===== src/rtl/phase_shed_pkg.sv =====
package phase_shed_pkg;

  typedef enum logic {
    OP_PWM = 1'b0,
    OP_RPM = 1'b1
  } op_kind_e;

  typedef struct packed {
    logic     single;
    op_kind_e kind;
    logic     dcm;
  } op_mode_t;

  // Priority: overrides first, then deep sleep, then the power-state request.
  function automatic op_mode_t decide(input logic full_req, input logic deep,
                                      input logic moving, input logic limit);
    op_mode_t m;
    m.single = 1'b0;
    m.kind   = OP_PWM;
    m.dcm    = 1'b0;
    if (moving || limit) begin
      m.single = 1'b0;
    end else if (deep) begin
      m.single = 1'b1;
      m.kind   = OP_RPM;
      m.dcm    = 1'b1;
    end else if (!full_req) begin
      m.single = 1'b1;
      m.kind   = OP_RPM;
    end
    return m;
  endfunction

endpackage


===== src/rtl/phase_detect.sv =====
module phase_detect #(
  parameter int NPH       = 3,
  parameter int DET_TICKS = 3
) (
  input  logic           clk,
  input  logic           rst,
  input  logic           tick,
  input  logic [NPH-2:0] strap_hi,
  output logic [NPH-1:0] en_mask,
  output logic           done
);
  localparam int CW = $clog2(DET_TICKS + 1);
  localparam logic [CW-1:0] LAST = CW'(DET_TICKS - 1);

  logic [CW-1:0]  cnt;
  logic [NPH-2:0] seen;
  logic [NPH-2:0] seen_nxt;

  assign seen_nxt = seen | strap_hi;

  always_ff @(posedge clk) begin
    if (rst) begin
      cnt     <= '0;
      seen    <= '0;
      done    <= 1'b0;
      en_mask <= '0;
    end else if (tick && !done) begin
      cnt  <= cnt + CW'(1);
      seen <= seen_nxt;
      if (cnt == LAST) begin
        done    <= 1'b1;
        en_mask <= {~seen_nxt, 1'b1};
      end
    end
  end
endmodule


===== src/rtl/mode_track.sv =====
module mode_track
  import phase_shed_pkg::*;
#(
  parameter int NPH = 3
) (
  input  logic           clk,
  input  logic           rst,
  input  logic           fire,
  input  logic           full_req,
  input  logic           deep_sleep,
  input  logic           vset_moving,
  input  logic           cur_limit,
  input  logic [NPH-1:0] en_mask,
  output logic [NPH-1:0] nxt_mask,
  output logic           mode_rpm,
  output logic           dcm_ok,
  output logic           multi_en
);
  localparam logic [NPH-1:0] ONLY_FIRST = NPH'(1);

  op_mode_t nxt_op;
  op_mode_t cur_op;
  logic     nxt_multi;

  function automatic int count_set(input logic [NPH-1:0] v);
    int n = 0;
    for (int i = 0; i < NPH; i++) n += int'(v[i]);
    return n;
  endfunction

  always_comb begin
    nxt_op    = decide(full_req, deep_sleep, vset_moving, cur_limit);
    nxt_mask  = nxt_op.single ? (en_mask & ONLY_FIRST) : en_mask;
    nxt_multi = count_set(nxt_mask) > 1;
  end

  always_ff @(posedge clk) begin
    if (rst) begin
      cur_op   <= '{single: 1'b0, kind: OP_PWM, dcm: 1'b0};
      multi_en <= 1'b0;
    end else if (fire) begin
      cur_op   <= nxt_op;
      multi_en <= nxt_multi;
    end
  end

  assign mode_rpm = (cur_op.kind == OP_RPM);
  assign dcm_ok   = cur_op.dcm;
endmodule


===== src/rtl/interleave_rot.sv =====
module interleave_rot #(
  parameter int NPH = 3
) (
  input  logic           clk,
  input  logic           rst,
  input  logic           fire,
  input  logic [NPH-1:0] run_mask,
  output logic [NPH-1:0] ph_tick
);
  localparam int IW = (NPH > 1) ? $clog2(NPH) : 1;
  localparam logic [IW-1:0] START = IW'(NPH - 1);

  logic [IW-1:0] last;
  logic [IW-1:0] pick;
  logic          found;

  always_comb begin
    pick  = last;
    found = 1'b0;
    for (int k = 1; k <= NPH; k++) begin
      if (!found && run_mask[(int'(last) + k) % NPH]) begin
        pick  = IW'((int'(last) + k) % NPH);
        found = 1'b1;
      end
    end
  end

  always_ff @(posedge clk) begin
    if (rst) begin
      ph_tick <= '0;
      last    <= START;
    end else begin
      ph_tick <= '0;
      if (fire && found) begin
        ph_tick <= NPH'(1) << pick;
        last    <= pick;
      end
    end
  end
endmodule


===== src/rtl/phase_shed_ctrl.sv =====
module phase_shed_ctrl #(
  parameter int NPH       = 3,
  parameter int DET_TICKS = 3
) (
  input  logic           clk,
  input  logic           rst,
  input  logic           tick,
  input  logic [NPH-2:0] strap_hi,
  input  logic           full_req,
  input  logic           deep_sleep,
  input  logic           vset_moving,
  input  logic           cur_limit,
  output logic [NPH-1:0] ph_tick,
  output logic [NPH-1:0] pin_en,
  output logic           multi_en,
  output logic           mode_rpm,
  output logic           dcm_ok,
  output logic           detect_done
);
  logic [NPH-1:0] en_mask;
  logic [NPH-1:0] nxt_mask;
  logic           fire;

  phase_detect #(.NPH(NPH), .DET_TICKS(DET_TICKS)) u_det (
    .clk      (clk),
    .rst      (rst),
    .tick     (tick),
    .strap_hi (strap_hi),
    .en_mask  (en_mask),
    .done     (detect_done)
  );

  assign fire   = tick && detect_done;
  assign pin_en = en_mask;

  mode_track #(.NPH(NPH)) u_mode (
    .clk         (clk),
    .rst         (rst),
    .fire        (fire),
    .full_req    (full_req),
    .deep_sleep  (deep_sleep),
    .vset_moving (vset_moving),
    .cur_limit   (cur_limit),
    .en_mask     (en_mask),
    .nxt_mask    (nxt_mask),
    .mode_rpm    (mode_rpm),
    .dcm_ok      (dcm_ok),
    .multi_en    (multi_en)
  );

  interleave_rot #(.NPH(NPH)) u_rot (
    .clk      (clk),
    .rst      (rst),
    .fire     (fire),
    .run_mask (nxt_mask),
    .ph_tick  (ph_tick)
  );
endmodule


===== config.mk =====
export PLATFORM = sky130hd
export DESIGN_NAME = phase_shed_ctrl
export DESIGN_NICKNAME = d
export VERILOG_FILES = /design/src/rtl/phase_shed_pkg.sv /design/src/rtl/phase_detect.sv /design/src/rtl/mode_track.sv /design/src/rtl/interleave_rot.sv /design/src/rtl/phase_shed_ctrl.sv
export SDC_FILE = /design/constraint.sdc
export NUM_CORES = 1
export LEC_CHECK = 0
export BUFFER_PORTS_ARGS = -buffer_cell sky130_fd_sc_hd__clkbuf_2
export CORE_UTILIZATION = 40
export CTS_CLUSTER_SIZE = 8
export DETAILED_ROUTE_END_ITERATION = 7
export HOLD_SLACK_MARGIN = 0.15
export PLACE_DENSITY_LB_ADDON = 0.08
export SYNTH_ARGS = -nofsm -noshare
export SYNTH_HDL_FRONTEND = slang
export SYNTH_SLANG_ARGS = --single-unit

===== constraint.sdc =====
create_clock -name clk -period 5.7 [get_ports clk]
set_input_delay 0.855 -clock clk [delete_from_list [all_inputs] [get_ports clk]]
set_output_delay 0.855 -clock clk [all_outputs]
set_load 0.005 [all_outputs]

==> metrics.md, run 1 <==
| Metric | Value |
|---|---|
| Post-Synth Simple-Gate Area | between 20% and 30% |
| Post-DP HPWL | between 1000 and 1500 µm |
| Adder-cell share of the synthesized area | under 10% |
| R2r startpoint | u_rot.last[0]$_SDFFE_PP0P_ |
| Yosys top cell area share | 34.2% |
| Yosys synthesis warning count | 0 |
| Vias per cell | between 5 and 6 |
| Worst-Margin Slew | about 0.4 ns |
| Antenna cells | 0 |
| Synth Area in XOR/XNOR | less than 1% |
| Wire length per cell | between 10 and 15 µm |
| Final Slew Violations | 0 |
| Clk slew on worst S/H paths | ~0.09 ns |
| First-pass GRT wire length | roughly 3300 µm |
| Cell Count, Final, Fillers Out | 150 |
| Hold Crit Start | u_mode.multi_en$_SDFFE_PP0P_ |
| Chip height | about 49 µm |
| RSZ-0062 raised after global routing | no |
| ANT nets after route | 0 |
| Final Hold Viols | 0 |
| Slew margin rel. | 72.5% |
| WHS | between 0.4 and 0.5 ns |
| Final Total Pwr | between 0.2 and 0.25 mW |
| CP startpoint kind | register |
| Reg2reg setup slack | around 3.7 ns |
| Max Cap Viol | 0 |
| Largest family of logic cells by synthesized area | simple AND/OR/NAND/NOR gates |
| Worst EP arrival | roughly 2.2 ns |
| Largest net degree at the start of global routing | 15 |
| Max FO, Critical Path | 9 |
| Tcrit/Tclk final | between 30% and 40% |
| Total grt overflow | 0 |
| CP max stage cell | ha_1 |
| IO buf count | 18 |
| Critical path class | register to register |
| CTS-repair resized insts | 0 |
| Seq/Total Area, Yosys | between 30% and 40% |
| Setup crit start | u_rot.last[0]$_SDFFE_PP0P_ |
| Synth top area cells | dfxtp_1 34%, a21oi_1 8.0%, nor2_1 6.0% |
| Gr usage total | around 18% |
| Syn Nets | 120 |
| Post-synthesis area per instance | ~8 µm² |
| Setup Viol. Count Final | 0 |
| Pwr Density | around 220 nW/µm² |
| Starting DRT DRC Count | 10 |
| Initial core utilization | around 44% |
| CTS sink cnt | 15 |
| CTS Buf Count | 3 |
| Layout cells sized above 1 | between 20% and 30% |
| Multiplexer share of the synthesized area | under 10% |
| CTS root buffer | clkbuf_4 |
| FF+latch count, synth | 15 |
| Die Span X | 48.8 µm |
| Max VDD drop | 129 µV |
| Yosys top cell by area | dfxtp_1 |
| Vias | between 800 and 900 |
| TritonRoute pass-1 iters | 4 |
| Asr flop ratio synth | 0% |
| Final core utilization | approximately 50% |
| Setup TNS | 0 ns |
| Dpl cells | roughly 150 |
| Top Ports | 19 |
| Antenna violations before repair | 0 |
| Top_reg_cell synth | dfxtp_1 |
| Die Area | 2380 µm² |
| Core ar. | 2000 µm² |
| Clk_skew | around 0.0064 ns |
| NumNets Final | roughly 140 |
| Status | finished, final reports clean |
| Post-synth EDFFs | 0 |
| Area Overhead vs Synth | 12.4% |
| H-Tree Depth | 1 |
| Synth unique cells | just over 40 |
| Reg2Reg Depth | 7 |
| Vias in the first global route | between 700 and 800 |
| Type of the worst min-delay path | register to register |
| Netlist area before placement | between 800 and 900 µm² |
| Clock Latency Late Sink | between 0.2 and 0.3 ns |
| Worst path max stage delay | ~0.44 ns |
| Minimum clock period | approximately 2 ns |
| Fmax | 0.502 GHz |
| WL final | between 1500 and 2000 µm |
| CTS Hold Bufs | 0 |
| Synth Area in Compound Gates | around a quarter |
| CP endpoint kind | register |
| Worst Path Required | about 5.9 ns |
| FF-to-FF End | u_rot.last[0]$_SDFFE_PP0P_ |
| Worst setup path endpoint | u_rot.last[0]$_SDFFE_PP0P_ |
| Cell with the most instances after synthesis | dfxtp_1 |
| CTS tree | built |
| Critical path, cell by cell | inv_1 -> ha_1 -> nand3_1 -> o221ai_2 -> o32a_1 -> and3b_1 -> a2111oi_2 |
| Clock Path Buffers | 2 |
| Row cnt | 16 |
| DR DRC count | 0 |
| Post-Syn Instances | approximately 110 |
| LEAKAGE | just over 0.4 nW |
| List of most frequent post-synthesis cells | 15 x dfxtp_1, 14 x a21oi_1, 14 x nor2_1, 8 x nand2_1 |
| Routability cong. | about 0.93 |
| Setup Fix Bufs, Post-CTS | 0 |
-- cell usage in the layout, fill, tap and decap left out, drive strengths merged, types with 2 or more instances in the layout --
cell type   n
ha          3
o22ai       2
inv         5
nand2       8
nor3        2
clkbuf     21
dfxtp      15
or2         2
nor2       15
and3b       2
nand2b      3
nand3       4
o21ai       2
a21oi      15
nand3b      2
nor2b       4
-- worst max-delay path, delay by kind of cell, from the launching register on --
family	cells	cell delay, ns
compound gates	3	0.60
fa+ha+maj	1	0.44
buf+inv	1	0.07
flops	1	0.41
simple gates	2	0.40
-- layout make-up --
cell class / count / area (µm²)
Inverter: 5 / 18.8
Clock buffer: 3 / 22.5
Multi-Input combinational cell: 81 / 515
Clock inverter: 1 / 5.00
Sequential cell: 15 / 300
Fill cell: 222 / 1020
Timing Repair Buffer: 18 / 90.1
Tap cell: 27 / 33.8
-- logic make-up after synthesis --
group,count (synthesis)
compound gates,31
xor+xnor,1
flops,15
buf+inv,12
fa+ha+maj,3
mux,1
simple gates,45
-- routing by layer --
metal	vias to the layer above	GRT usage [%]	share of wire, %
met1	376	20.8	44
met3	4	2.80	3.6
li1	411	-	-
met2	16	31.0	50
met5	-	0	0
met4	0	7.35	1.5
-- how the worst min path moves through the flow --
stage	to	slack [ns]	cells past startpoint
after floorplan	u_det.seen[0]$_SDFFE_PP0P_	0.44	2
after global placement	u_mode.dcm_ok$_SDFFE_PP0P_	0.44	2
after detailed placement	u_mode.multi_en$_SDFFE_PP0P_	0.45	2
after CTS	u_mode.multi_en$_SDFFE_PP0P_	0.47	2
after global routing	u_mode.dcm_ok$_SDFFE_PP0P_	0.49	2
final	u_mode.multi_en$_SDFFE_PP0P_	0.46	2
-- flip-flops by register name (all words and copies together) (netlist names) --
register and cells:
u_mode.mode_rpm 1, u_mode.multi_en 1, u_rot.last 2, u_mode.dcm_ok 1, u_det.cnt 2, u_det.en_mask 3
u_det.seen 2, u_rot.ph_tick 3
-- power breakdown --
part | switching, mW | internal [mW]
clock network | 0.0353 | 0.0261
logic | 0.0199 | 0.0171
registers | 0.00487 | 0.109
-- stage by stage --
step	setup WS [ns]	cell area [µm²]
finish	3.71	986
global route	3.51	986
CTS	3.70	986
detailed placement	3.50	958
global placement	3.51	958
floorplan	3.71	877
Note: power is estimated with default switching activity, not from simulation.
==> run 2: changes to the inputs <==
==> constraint.sdc (replaced) <==
create_clock -name clk -period 1.6 [get_ports clk]
set_input_delay 0.24 -clock clk [delete_from_list [all_inputs] [get_ports clk]]
set_output_delay 0.24 -clock clk [all_outputs]
set_load 0.005 [all_outputs]
==> metrics.md, run 2 (synthesis gave the netlist of run 1 again) <==
| Metric | Value |
|---|---|
| Commonest non-fill, non-tap cell in the layout | clkbuf_2 |
| Met3 Wirelength | 94 µm (+38%) |
| Largest net degree at the start of global routing | 15 (unchanged) |
| Clk slew on worst S/H paths | 0.09 ns (about the same) |
| Top Ports | 19 (unchanged) |
| CP endpoint kind | register |
| Fmax | 0.581 GHz (+16%) |
| Chip height | 48.8 µm (unchanged) |
| Worst EP arrival | 1.87 ns (-0.32 ns) |
| Setup crit start | u_rot.last[0]$_SDFFE_PP0P_ |
| Multi-input logic area | 623 µm² (+21%) |
| Max FO, Critical Path | 6 (-3) |
| Setup WS post-layout | -0.120 ns (-3.83 ns) |
| Minimum clock period | 1.72 ns (-0.274 ns) |
| Final Total Pwr | 0.804 mW (+280%) |
| Starting DRT DRC Count | 16 (+6) |
| H-Tree Depth | 1 (unchanged) |
| Type of the worst min-delay path | primary input to register |
| Worst-Margin Slew | 0.389 ns (-0.0228 ns) |
| Post-DP HPWL | 1590 µm (+9.6%) |
| Register Area | 308 µm² (+2.5%) |
| Dpl cells | 158 (+8.2%) |
| Failing checks | setup timing |
| CTS tree | built |
| Final Hold Viols | 0 (unchanged) |
| TritonRoute pass-1 iters | 4 (unchanged) |
| Hold Crit Start | strap_hi[1] |
| Vias | 880 (+9.0%) |
| Clock Latency Late Sink | 0.28 ns (about the same) |
| Core ar. | 2000 µm² (unchanged) |
| Slew margin rel. | 74.0% (+1.5 points) |
| Met1 Wirelength | 1130 µm (+34%) |
| Wire length per cell | 14.1 µm (+11%) |
| Vias per cell | 5.43 (+0.97%) |
| Critical path class | register to register |
| DR top layer | met4 |
| Vias in the first global route | 864 (+14%) |
| CTS root buffer | clkbuf_4 |
| Area Overhead vs Synth | 36.4% |
| Antenna cells | 0 (unchanged) |
| Tcrit/Tclk final | 107% (+73 points) |
| Worst Path Required | 1.75 ns (-4.14 ns) |
| Gr usage total | 20.5% (+3.0 points) |
| Final Slew Violations | 0 (unchanged) |
| ANT nets after route | 0 (unchanged) |
| Row cnt | 16 (unchanged) |
| IO buf count | 18 (unchanged) |
| CP startpoint kind | register |
| Antenna violations before repair | 0 (unchanged) |
| Clock Path Buffers | 2 (unchanged) |
| Most frequent cells in the layout | 18 x clkbuf_2, 13 x a21oi_1, 13 x dfxtp_1 |
| RSZ-0062 raised after global routing | yes |
| WL final | 2280 µm (+20%) |
| CTS sink cnt | 15 (unchanged) |
| Met2 WL | 1010 µm (+5.5%) |
| Cell Count, Final, Fillers Out | 162 (+8.0%) |
| Routability cong. | 0.863 (-7.5%) |
| Layout cells sized above 1 | 43.7% (+19 points) |
| CTS Buf Count | 3 (unchanged) |
| R2r startpoint | u_rot.last[0]$_SDFFE_PP0P_ |
| Die Span X | 48.8 µm (unchanged) |
| Fillers | 186 (-16%) |
| Initial core utilization | 43.8% (unchanged) |
| Status | complete, but fails checks |
| Total grt overflow | 0 (unchanged) |
| Pwr Density | 672 nW/µm² (+210%) |
| Die Area | 2380 µm² (unchanged) |
| CTS Hold Bufs | 0 (unchanged) |
| First-pass GRT wire length | 3810 µm (+15%) |
| Setup Viol. Count Final | 4 (+4) |
| Clk_skew | 0.00648 ns (+0.0000336 ns) |
| Setup Fix Bufs, Post-CTS | 0 (unchanged) |
| Largest registers | u_det.en_mask x3, u_rot.ph_tick x3 |
| Max VDD drop | 480 µV (+270%) |
| LEAKAGE | 0.484 nW (+17%) |
| DR DRC count | 0 (unchanged) |
| NumNets Final | 148 (+8.8%) |
| Max Cap Viol | 0 (unchanged) |
-- run 2: changes by cell type in the layout (fill, tap and decap cells not counted), moves of 2 or more --
cell / delta
inv_1: -2
dfxtp_4: +2
ha_1: -2
nand3_1: -2
nor2_2: +2
dfxtp_1: -2
ha_4: +2
buf_4: +11
nor2_1: -2
nand3_2: +2
-- run 2: path summary, 6_finish.rpt --
kind / cells past startpoint / slack, ns / end
setup / recovery: 7 / -0.12 / u_rot.last[0]$_SDFFE_PP0P_
hold / removal: 3 / 0.20 / u_det.seen[1]$_SDFFE_PP0P_
setup reg to reg: 7 / -0.12 / u_rot.last[0]$_SDFFE_PP0P_
hold reg to reg: 2 / 0.46 / u_mode.multi_en$_SDFFE_PP0P_
-- run 2: worst max-delay path: stages, from the launching register on --
cell and delay (ns):
dfxtp_4 0.39, inv_4 0.04, ha_4 0.26, o21ai_1 0.08, nand2_1 0.13, o32a_1 0.38
and3b_2 0.27, a2111oi_4 0.04
-- run 2: final cells by class --
type	count	area share, %
flip-flops and latches	15	25.7
clock buffers	4	2.20
well taps	27	2.82
repair buffers	30	15.4
inverters	5	1.78
multi-input cells	81	52.1
-- run 2: through the flow --
stage	hold WS, ns	worst slack (ns)	util [%]	setup TNS, ns	area (µm²)
after detailed placement	0.449	-0.157	54.4	-0.409	1090
after floorplan	0.310	-0.0681	-	-0.158	930
final	0.200	-0.120	59.8	-0.301	1200
after global routing	0.231	-0.181	59.8	-0.595	1200
after global placement	0.444	-0.109	54.4	-0.301	1090
after CTS	0.195	-0.0743	57.3	-0.159	1150
-- run 2: layer usage --
layer	vias to the layer above	global-route usage, %
li1	436	-
met1	413	28.2
met2	27	32.9
met3	4	2.18
met4	0	7.84
met5	-	0
-- run 2: repair_timing --
| item | 4_1_cts | 5_1_grt |
|---|---|---|
| resized for setup | 6 | 10 |
| pin swaps | 5 | 1 |
| setup endpoints to repair | 4 | 5 |
-- run 2: power by group --
| group | switching [mW] | internal (mW) | total, mW |
|---|---|---|---|
| registers | 0.0151 | 0.387 | 0.402 |
| clock network | 0.119 | 0.0967 | 0.216 |
| logic | 0.0962 | 0.0903 | 0.186 |
| total | 0.231 | 0.574 | 0.804 |
